### src/rtl/qpw_pkg.sv
package qpw_pkg;
  typedef enum logic [1:0] {
    ST_IDLE  = 2'd0,
    ST_SHIFT = 2'd1,
    ST_TAIL  = 2'd2
  } qpw_state_e;

  localparam int LANES = 4;
endpackage

### src/rtl/qpw_fifo.sv
module qpw_fifo #(
  parameter int WORD_W = 32,
  parameter int DEPTH  = 8,
  parameter int LVL_W  = $clog2(DEPTH + 1)
) (
  input  logic              clk,
  input  logic              rst_n,
  input  logic              push_i,
  input  logic [WORD_W-1:0] wdata_i,
  input  logic              pop_i,
  input  logic              clr_ovf_i,
  output logic [WORD_W-1:0] rdata_o,
  output logic [LVL_W-1:0]  level_o,
  output logic              empty_o,
  output logic              full_o,
  output logic              ovf_o
);
  localparam int PTR_W = (DEPTH > 1) ? $clog2(DEPTH) : 1;
  localparam logic [PTR_W-1:0] PTR_LAST = PTR_W'(DEPTH - 1);
  localparam logic [LVL_W-1:0] LVL_FULL = LVL_W'(DEPTH);

  logic [WORD_W-1:0] mem [DEPTH];
  logic [PTR_W-1:0]  wr_q, wr_d, rd_q, rd_d;
  logic [LVL_W-1:0]  cnt_q, cnt_d;
  logic              ovf_q, ovf_d;
  logic              push_ok, pop_ok;

  assign full_o  = (cnt_q == LVL_FULL);
  assign empty_o = (cnt_q == '0);
  assign push_ok = push_i & ~full_o;
  assign pop_ok  = pop_i & ~empty_o;

  always_comb begin
    wr_d  = wr_q;
    rd_d  = rd_q;
    cnt_d = cnt_q;
    if (push_ok) wr_d = (wr_q == PTR_LAST) ? '0 : wr_q + PTR_W'(1);
    if (pop_ok)  rd_d = (rd_q == PTR_LAST) ? '0 : rd_q + PTR_W'(1);
    case ({push_ok, pop_ok})
      2'b10:   cnt_d = cnt_q + LVL_W'(1);
      2'b01:   cnt_d = cnt_q - LVL_W'(1);
      default: cnt_d = cnt_q;
    endcase
    ovf_d = (push_i & full_o) | (ovf_q & ~clr_ovf_i);
  end

  always_ff @(posedge clk or negedge rst_n) begin
    if (!rst_n) begin
      wr_q  <= '0;
      rd_q  <= '0;
      cnt_q <= '0;
      ovf_q <= 1'b0;
    end else begin
      wr_q  <= wr_d;
      rd_q  <= rd_d;
      cnt_q <= cnt_d;
      ovf_q <= ovf_d;
    end
  end

  always_ff @(posedge clk) begin
    if (push_ok) mem[wr_q] <= wdata_i;
  end

  assign rdata_o = mem[rd_q];
  assign level_o = cnt_q;
  assign ovf_o   = ovf_q;
endmodule

### src/rtl/qpw_shifter.sv
module qpw_shifter #(
  parameter int WORD_W = 32
) (
  input  logic              clk,
  input  logic              rst_n,
  input  logic              load_i,
  input  logic              adv_i,
  input  logic              quad_i,
  input  logic [WORD_W-1:0] word_i,
  output logic [3:0]        io_o
);
  logic [WORD_W-1:0] sh_q, sh_d, src;
  logic [3:0]        io_q, io_d;

  always_comb begin
    sh_d = sh_q;
    io_d = io_q;
    src  = load_i ? word_i : sh_q;
    if (load_i || adv_i) begin
      if (quad_i) begin
        io_d = src[3:0];
        sh_d = {4'b0000, src[WORD_W-1:4]};
      end else begin
        io_d = {3'b000, src[0]};
        sh_d = {1'b0, src[WORD_W-1:1]};
      end
    end
  end

  always_ff @(posedge clk or negedge rst_n) begin
    if (!rst_n) begin
      sh_q <= '0;
      io_q <= '0;
    end else begin
      sh_q <= sh_d;
      io_q <= io_d;
    end
  end

  assign io_o = io_q;
endmodule

### src/rtl/qpw_ctrl.sv
module qpw_ctrl
  import qpw_pkg::*;
#(
  parameter int WORD_W     = 32,
  parameter int PAGE_BYTES = 256,
  parameter int CNT_W      = $clog2(PAGE_BYTES + 1)
) (
  input  logic             clk,
  input  logic             rst_n,
  input  logic             start_i,
  input  logic             quad_en_i,
  input  logic             fifo_empty_i,
  output logic             pop_o,
  output logic             load_o,
  output logic             adv_o,
  output logic             quad_sel_o,
  output logic             quad_o,
  output logic             start_ok_o,
  output logic             busy_o,
  output logic             done_o,
  output logic             sclk_o,
  output logic             cs_n_o,
  output logic [CNT_W-1:0] bytes_o,
  output logic             leftover_o
);
  localparam int BEAT_W = $clog2(WORD_W);
  localparam logic [BEAT_W-1:0] LAST_S = BEAT_W'(WORD_W - 1);
  localparam logic [BEAT_W-1:0] LAST_Q = BEAT_W'(WORD_W / 4 - 1);
  localparam logic [CNT_W-1:0]  CAP    = CNT_W'(PAGE_BYTES);

  qpw_state_e        st_q, st_d;
  logic              ph_q, ph_d;
  logic [BEAT_W-1:0] beat_q, beat_d;
  logic [CNT_W-1:0]  cnt_q, cnt_d, cnt_after;
  logic              quad_q, quad_d;
  logic              left_q, left_d;
  logic              byte_end;

  assign start_ok_o = start_i & (st_q == ST_IDLE);
  assign byte_end   = (st_q == ST_SHIFT) & ph_q &
                      (quad_q ? (beat_q[0] == 1'b0) : (beat_q[2:0] == 3'd0));
  assign cnt_after  = cnt_q + CNT_W'(byte_end);

  always_comb begin
    st_d   = st_q;
    ph_d   = ph_q;
    beat_d = beat_q;
    cnt_d  = cnt_q;
    quad_d = quad_q;
    left_d = left_q;
    pop_o  = 1'b0;
    load_o = 1'b0;
    adv_o  = 1'b0;
    case (st_q)
      ST_IDLE: begin
        if (start_i) begin
          cnt_d  = '0;
          left_d = 1'b0;
          quad_d = quad_en_i;
          ph_d   = 1'b0;
          if (fifo_empty_i) begin
            st_d = ST_TAIL;
          end else begin
            st_d   = ST_SHIFT;
            pop_o  = 1'b1;
            load_o = 1'b1;
            beat_d = quad_en_i ? LAST_Q : LAST_S;
          end
        end
      end
      ST_SHIFT: begin
        cnt_d = cnt_after;
        if (!ph_q) begin
          ph_d = 1'b1;
        end else begin
          ph_d = 1'b0;
          if (beat_q != '0) begin
            adv_o  = 1'b1;
            beat_d = beat_q - BEAT_W'(1);
          end else if (cnt_after == CAP) begin
            st_d   = ST_TAIL;
            left_d = ~fifo_empty_i;
          end else if (fifo_empty_i) begin
            st_d = ST_TAIL;
          end else begin
            pop_o  = 1'b1;
            load_o = 1'b1;
            beat_d = quad_q ? LAST_Q : LAST_S;
          end
        end
      end
      ST_TAIL: st_d = ST_IDLE;
      default: st_d = ST_IDLE;
    endcase
  end

  always_ff @(posedge clk or negedge rst_n) begin
    if (!rst_n) begin
      st_q   <= ST_IDLE;
      ph_q   <= 1'b0;
      beat_q <= '0;
      cnt_q  <= '0;
      quad_q <= 1'b0;
      left_q <= 1'b0;
    end else begin
      st_q   <= st_d;
      ph_q   <= ph_d;
      beat_q <= beat_d;
      cnt_q  <= cnt_d;
      quad_q <= quad_d;
      left_q <= left_d;
    end
  end

  assign quad_sel_o = (st_q == ST_IDLE) ? quad_en_i : quad_q;
  assign quad_o     = quad_q;
  assign busy_o     = (st_q != ST_IDLE);
  assign done_o     = (st_q == ST_TAIL);
  assign sclk_o     = (st_q == ST_SHIFT) & ph_q;
  assign cs_n_o     = (st_q != ST_SHIFT);
  assign bytes_o    = cnt_q;
  assign leftover_o = left_q;
endmodule

### src/rtl/qspi_page_writer.sv
module qspi_page_writer
  import qpw_pkg::*;
#(
  parameter int WORD_W     = 32,
  parameter int FIFO_DEPTH = 8,
  parameter int PAGE_BYTES = 256,
  localparam int LVL_W = $clog2(FIFO_DEPTH + 1),
  localparam int CNT_W = $clog2(PAGE_BYTES + 1)
) (
  input  logic              clk,
  input  logic              rst_n,
  input  logic              push_en,
  input  logic [WORD_W-1:0] push_data,
  input  logic              start,
  input  logic              quad_en,
  output logic [LVL_W-1:0]  fill_level,
  output logic              fifo_empty,
  output logic              fifo_full,
  output logic              busy,
  output logic              done,
  output logic [CNT_W-1:0]  bytes_sent,
  output logic              overflow,
  output logic              leftover,
  output logic              sclk,
  output logic              cs_n,
  output logic [3:0]        io_out,
  output logic [3:0]        io_oe
);
  logic [1:0]        rs_q;
  logic              srst_n;
  logic              pop, load, adv, quad_sel, quad_act, start_ok;
  logic [WORD_W-1:0] head_word;

  always_ff @(posedge clk or negedge rst_n) begin
    if (!rst_n) rs_q <= 2'b00;
    else        rs_q <= {rs_q[0], 1'b1};
  end
  assign srst_n = rs_q[1];

  qpw_fifo #(.WORD_W(WORD_W), .DEPTH(FIFO_DEPTH), .LVL_W(LVL_W)) u_fifo (
    .clk(clk), .rst_n(srst_n), .push_i(push_en), .wdata_i(push_data),
    .pop_i(pop), .clr_ovf_i(start_ok), .rdata_o(head_word),
    .level_o(fill_level), .empty_o(fifo_empty), .full_o(fifo_full),
    .ovf_o(overflow)
  );

  qpw_ctrl #(.WORD_W(WORD_W), .PAGE_BYTES(PAGE_BYTES), .CNT_W(CNT_W)) u_ctrl (
    .clk(clk), .rst_n(srst_n), .start_i(start), .quad_en_i(quad_en),
    .fifo_empty_i(fifo_empty), .pop_o(pop), .load_o(load), .adv_o(adv),
    .quad_sel_o(quad_sel), .quad_o(quad_act), .start_ok_o(start_ok),
    .busy_o(busy), .done_o(done), .sclk_o(sclk), .cs_n_o(cs_n),
    .bytes_o(bytes_sent), .leftover_o(leftover)
  );

  qpw_shifter #(.WORD_W(WORD_W)) u_shift (
    .clk(clk), .rst_n(srst_n), .load_i(load), .adv_i(adv),
    .quad_i(quad_sel), .word_i(head_word), .io_o(io_out)
  );

  for (genvar l = 0; l < LANES; l++) begin : g_lane
    if (l == 0) begin : g_base
      assign io_oe[l] = ~cs_n;
    end else begin : g_wide
      assign io_oe[l] = ~cs_n & quad_act;
    end
  end
endmodule


### config.mk
export PLATFORM = sky130hd
export DESIGN_NAME = qspi_page_writer
export DESIGN_NICKNAME = d
export VERILOG_FILES = /design/src/rtl/qpw_pkg.sv /design/src/rtl/qpw_fifo.sv /design/src/rtl/qpw_shifter.sv /design/src/rtl/qpw_ctrl.sv /design/src/rtl/qspi_page_writer.sv
export SDC_FILE = /design/constraint.sdc
export NUM_CORES = 1
export LEC_CHECK = 0
export ABC_CLOCK_PERIOD_IN_PS = 5700
export CORE_MARGIN = 1
export CORE_UTILIZATION = 33
export CTS_BUF_LIST = sky130_fd_sc_hd__clkbuf_4
export DETAILED_ROUTE_END_ITERATION = 6
export GPL_TIMING_DRIVEN = 0
export HOLD_SLACK_MARGIN = 0.06
export PLACE_DENSITY = 0.49
export REMOVE_ABC_BUFFERS = 1
export SYNTH_ARGS = -nofsm -noshare
export SYNTH_HDL_FRONTEND = slang
export SYNTH_HIERARCHICAL = 1
export SYNTH_SLANG_ARGS = --single-unit
### constraint.sdc
create_clock -name clk -period 5.7 [get_ports clk]
set_clock_uncertainty 0.1 [all_clocks]
set_input_delay 0.57 -clock clk [delete_from_list [all_inputs] [get_ports clk]]
set_output_delay 0.57 -clock clk [all_outputs]
set_load 0.02 [all_outputs]
==> qor.yml <==
route.vias.total: 7762
tritoncts.num_buffers: 86
fp.dieW_um: 208
rr_endpoint: "u_fifo/level_o[3]"
p_clk_share_pct: 24.4
grt_start_max_net_pins: 55
drtPass1Iterations: 4
core-area_sq_um: 41900
clock_tree_from_tritoncts: "yes"
nNetsFinal: 1041
timing.final.crit_share_pct: 91.1
share_of_final_layout_standard_cells_stronger_than_drive_strength_1_pct: 27.8
synth-main-ff-cell: "edfxtp_1"
initial_utilization_pct: 33.4
final_number_of_hold_violating_endpoints: 0
ctsLongestPathBuffers: 3
viasPerCell: 4.89
htree_levels: 3
num_rows: 75
synthCells: 850
slew-limit-headroom_pct: 32.4
ys_warn_count: 6
p_switching_mw: 2.53
antenna_violations_before_repair: 3
synth_edf_count: 256
r2r.worst_path.cells: 19
timing.hold.worst.class: "flop to asynchronous set/reset pin"
setup.worst_path.class: "flop to flop"
run_status: "finished clean"
path_max_fanout: 14
setup.reg_to_reg.worst_slack_ns: 0.51
global_route.usage.total_pct: 14.6
drt_iter0_markers: 408
slowest_stage: "dfrtp_1"
path_cells: "nor2b_4 > nand2_1 > nor2_1 > ha_1 > ha_1 > and3_4 > a211o_1 > a2111oi_4 > nand2_1 > a21oi_1 > nor3_4 > buf_4 > o41ai_2 > inv_1 > ha_1 > ha_1 > or4b_1 > o311ai_0 > o211ai_1"
timing.final.setup_violations: 0
setup.worst_path.start: "u_ctrl/st_q[1]"
setup.worst_path.start_class: "flop"
clk_pin_slew_ns: 0.06
p_leak_nw: 5.77
worstMarginPinSlew_ns: 1.01
globalplace.congestion: 0.741
p_sw_share_pct: 32.6
drc_violation_count_after_routing: 0
ant_nets: 0
crit_path_end: "u_fifo/level_o[3]"
p_int_mw: 5.24
max_cap_violations: 0
globalRouteOverflowTotal: 0
cp.arrival_ns: 5.67
maximum_vdd_drop_v: 0.000178
power.density_nw_per_um2: 466
critPathCaptureType: "flop"
worstReg2RegStart: "u_ctrl/st_q[1]"
unrepaired_setup_endpoints_after_global_routing: "no"
yosysUniqueCellTypes: 64
final_core_utilization_pct: 39.8
io-pin-count: 66
placement.io_buffers: 65
fin_setup_tns_ns: 0
critical-path-top-cell-by-count: "ha_1"
design.die.area_sq_um: 43300
synth_area_per_cell_sq_um: 16.5
dp.final_hpwl_mm: 19.4
most-common-layout-cells: "edfxtp_1 (256), clkbuf_4 (112), clkdlybuf4s50_1 (65)"
layout.cells.most_common: "edfxtp_1"
clkLatencyLatePin_ns: 0.74
wirelength_mm: 30.5
power.sequential.fraction_pct: 43.8
synthesis.area_sq_um: 14000
postSynth.asyncResetShare_pct: 20.7
synth_sequential_area_ratio_pct: 66.8
tritoncts_num_sinks: 323
min_period_ns: 5.19
comb_power_share_pct: 31.8
via_count_of_the_first_global_routing_pass: 8097
fmax_ghz: 0.193
wire_per_inst_um: 19.2
worst_ep_required_time_ns: 6.18
yosys_register_bits: 323
cts_root_buf: "clkbuf_4"
flow.area_growth_from_synthesis_pct: 19.1
wire_length_of_the_first_global_routing_pass_mm: 47.7
final-max-slew-violation-count: 0
die_h_um: 208
critical-path-max-stage-delay_ns: 0.69
## power by group through the flow
stage                     clock, mW  sequential (mW)  combinational, mW
after floorplan                   0             3.48               1.58
after global placement            0             3.64               2.29
after detailed placement          0             3.46               2.51
after CTS                      1.99             3.42               2.52
after global routing           2.11             3.47               2.70
final                          1.90             3.40               2.47
## state kept, by name (all words and copies together) (netlist names), 3 cells and up
register	count
u_shift/io_o	4
u_ctrl/beat_q	5
u_fifo/rd_q	3
u_fifo/mem	256
u_shift/sh_q	31
u_fifo/level_o	4
u_fifo/wr_q	3
u_ctrl/bytes_o	9
## worst min path at each step
stage	start	to	depth (start not counted)
4_1_cts	rs_q[1]	u_fifo/ovf_o	0
3_5_place_dp	rs_q[1]	u_fifo/level_o[3]	0
6_report	rs_q[1]	u_fifo/ovf_o	0
5_1_grt	rs_q[1]	u_ctrl/quad_o	0
3_3_place_gp	rs_q[0]	rs_q[1]	0
2_1_floorplan	rst_n	rs_q[0]	0
## per-stage QoR
| step | setup slack (ns) | cells | instance area [sq um] | power, mW | hold WS (ns) |
|---|---|---|---|---|---|
| 2_1_floorplan | -2.59 | 796 | 13700 | 5.06 | 0.174 |
| 3_3_place_gp | -5.99 | 1400 | 15000 | 5.93 | 0.240 |
| 3_5_place_dp | -0.190 | 1438 | 15600 | 5.97 | 0.0793 |
| 4_1_cts | 0.0710 | 1583 | 16600 | 7.92 | 0.0668 |
| 5_1_grt | 0.0383 | 1588 | 16700 | 8.28 | 0.0731 |
| 6_report | 0.506 | 1588 | 16700 | 7.77 | 0.0490 |
## synthesized netlist by cell type (all sizes together), types with 9 or more instances
library cell / number / area [sq um]
nor2: 47 / 176
nor2b: 9 / 56.3
nor3: 10 / 50.1
clkbuf: 21 / 80.1
nand3: 12 / 60.1
buf: 33 / 231
o21ai: 16 / 83.8
mux2: 44 / 495
mux4: 64 / 1440
dfrtp: 67 / 1680
ha: 12 / 150
mux2i: 57 / 571
a21oi: 37 / 189
nand2: 49 / 186
a22o: 9 / 78.8
inv: 17 / 63.8
edfxtp: 256 / 7690
o21a: 27 / 203
## critical path, delay by kind of cell (launching register included)
family,cells,cell delay [ns]
DFF,1,0.69
and+or+nand+nor,7,1.47
AOI/OAI and AO/OA,6,1.31
adders and majority gates,4,1.15
buffers and inverters,2,0.35
## kinds of logic after synthesis
kind of cell / Yosys count / share of synthesized area [%]
other: 1 / 0.0268
XOR/XNOR: 6 / 0.375
buffers and inverters: 71 / 2.68
adder cells (fa/ha/maj): 13 / 1.21
AND/OR/NAND/NOR: 155 / 5.27
multiplexers: 165 / 17.9
flip-flops: 323 / 66.8
AO/OA/AOI/OAI: 116 / 5.70
## area by class of cell
cell class / instances / area, sq um
Fill cell: 3878 / 25300
Sequential cell: 323 / 9380
Multi-Input combinational cell: 456 / 4360
Timing Repair Buffer: 107 / 1200
Clock buffer: 112 / 841
Tap cell: 539 / 674
Clock inverter: 31 / 164
Inverter: 17 / 63.8
Antenna cell: 3 / 7.51
## per-layer routing
| metal | part of all wire, % | vias up | GRT usage (%) |
|---|---|---|---|
| met5 | 0.036 | - | 0 |
| met2 | 46 | 167 | 22.0 |
| li1 | - | 3646 | - |
| met4 | 1.8 | 2 | 5.49 |
| met1 | 48 | 3896 | 20.3 |
| met3 | 4.2 | 51 | 3.62 |
## repair_timing
action | in CTS | in global routing
hold endpoints to repair | 5 | 0
cloned | 0 | 0
endpoints found under the setup margin | 1 | 2
gates resized for setup | 1 | 3
buffers inserted | 0 | 2
hold buffers | 2 | 0
(Power assumes the default switching activity.)
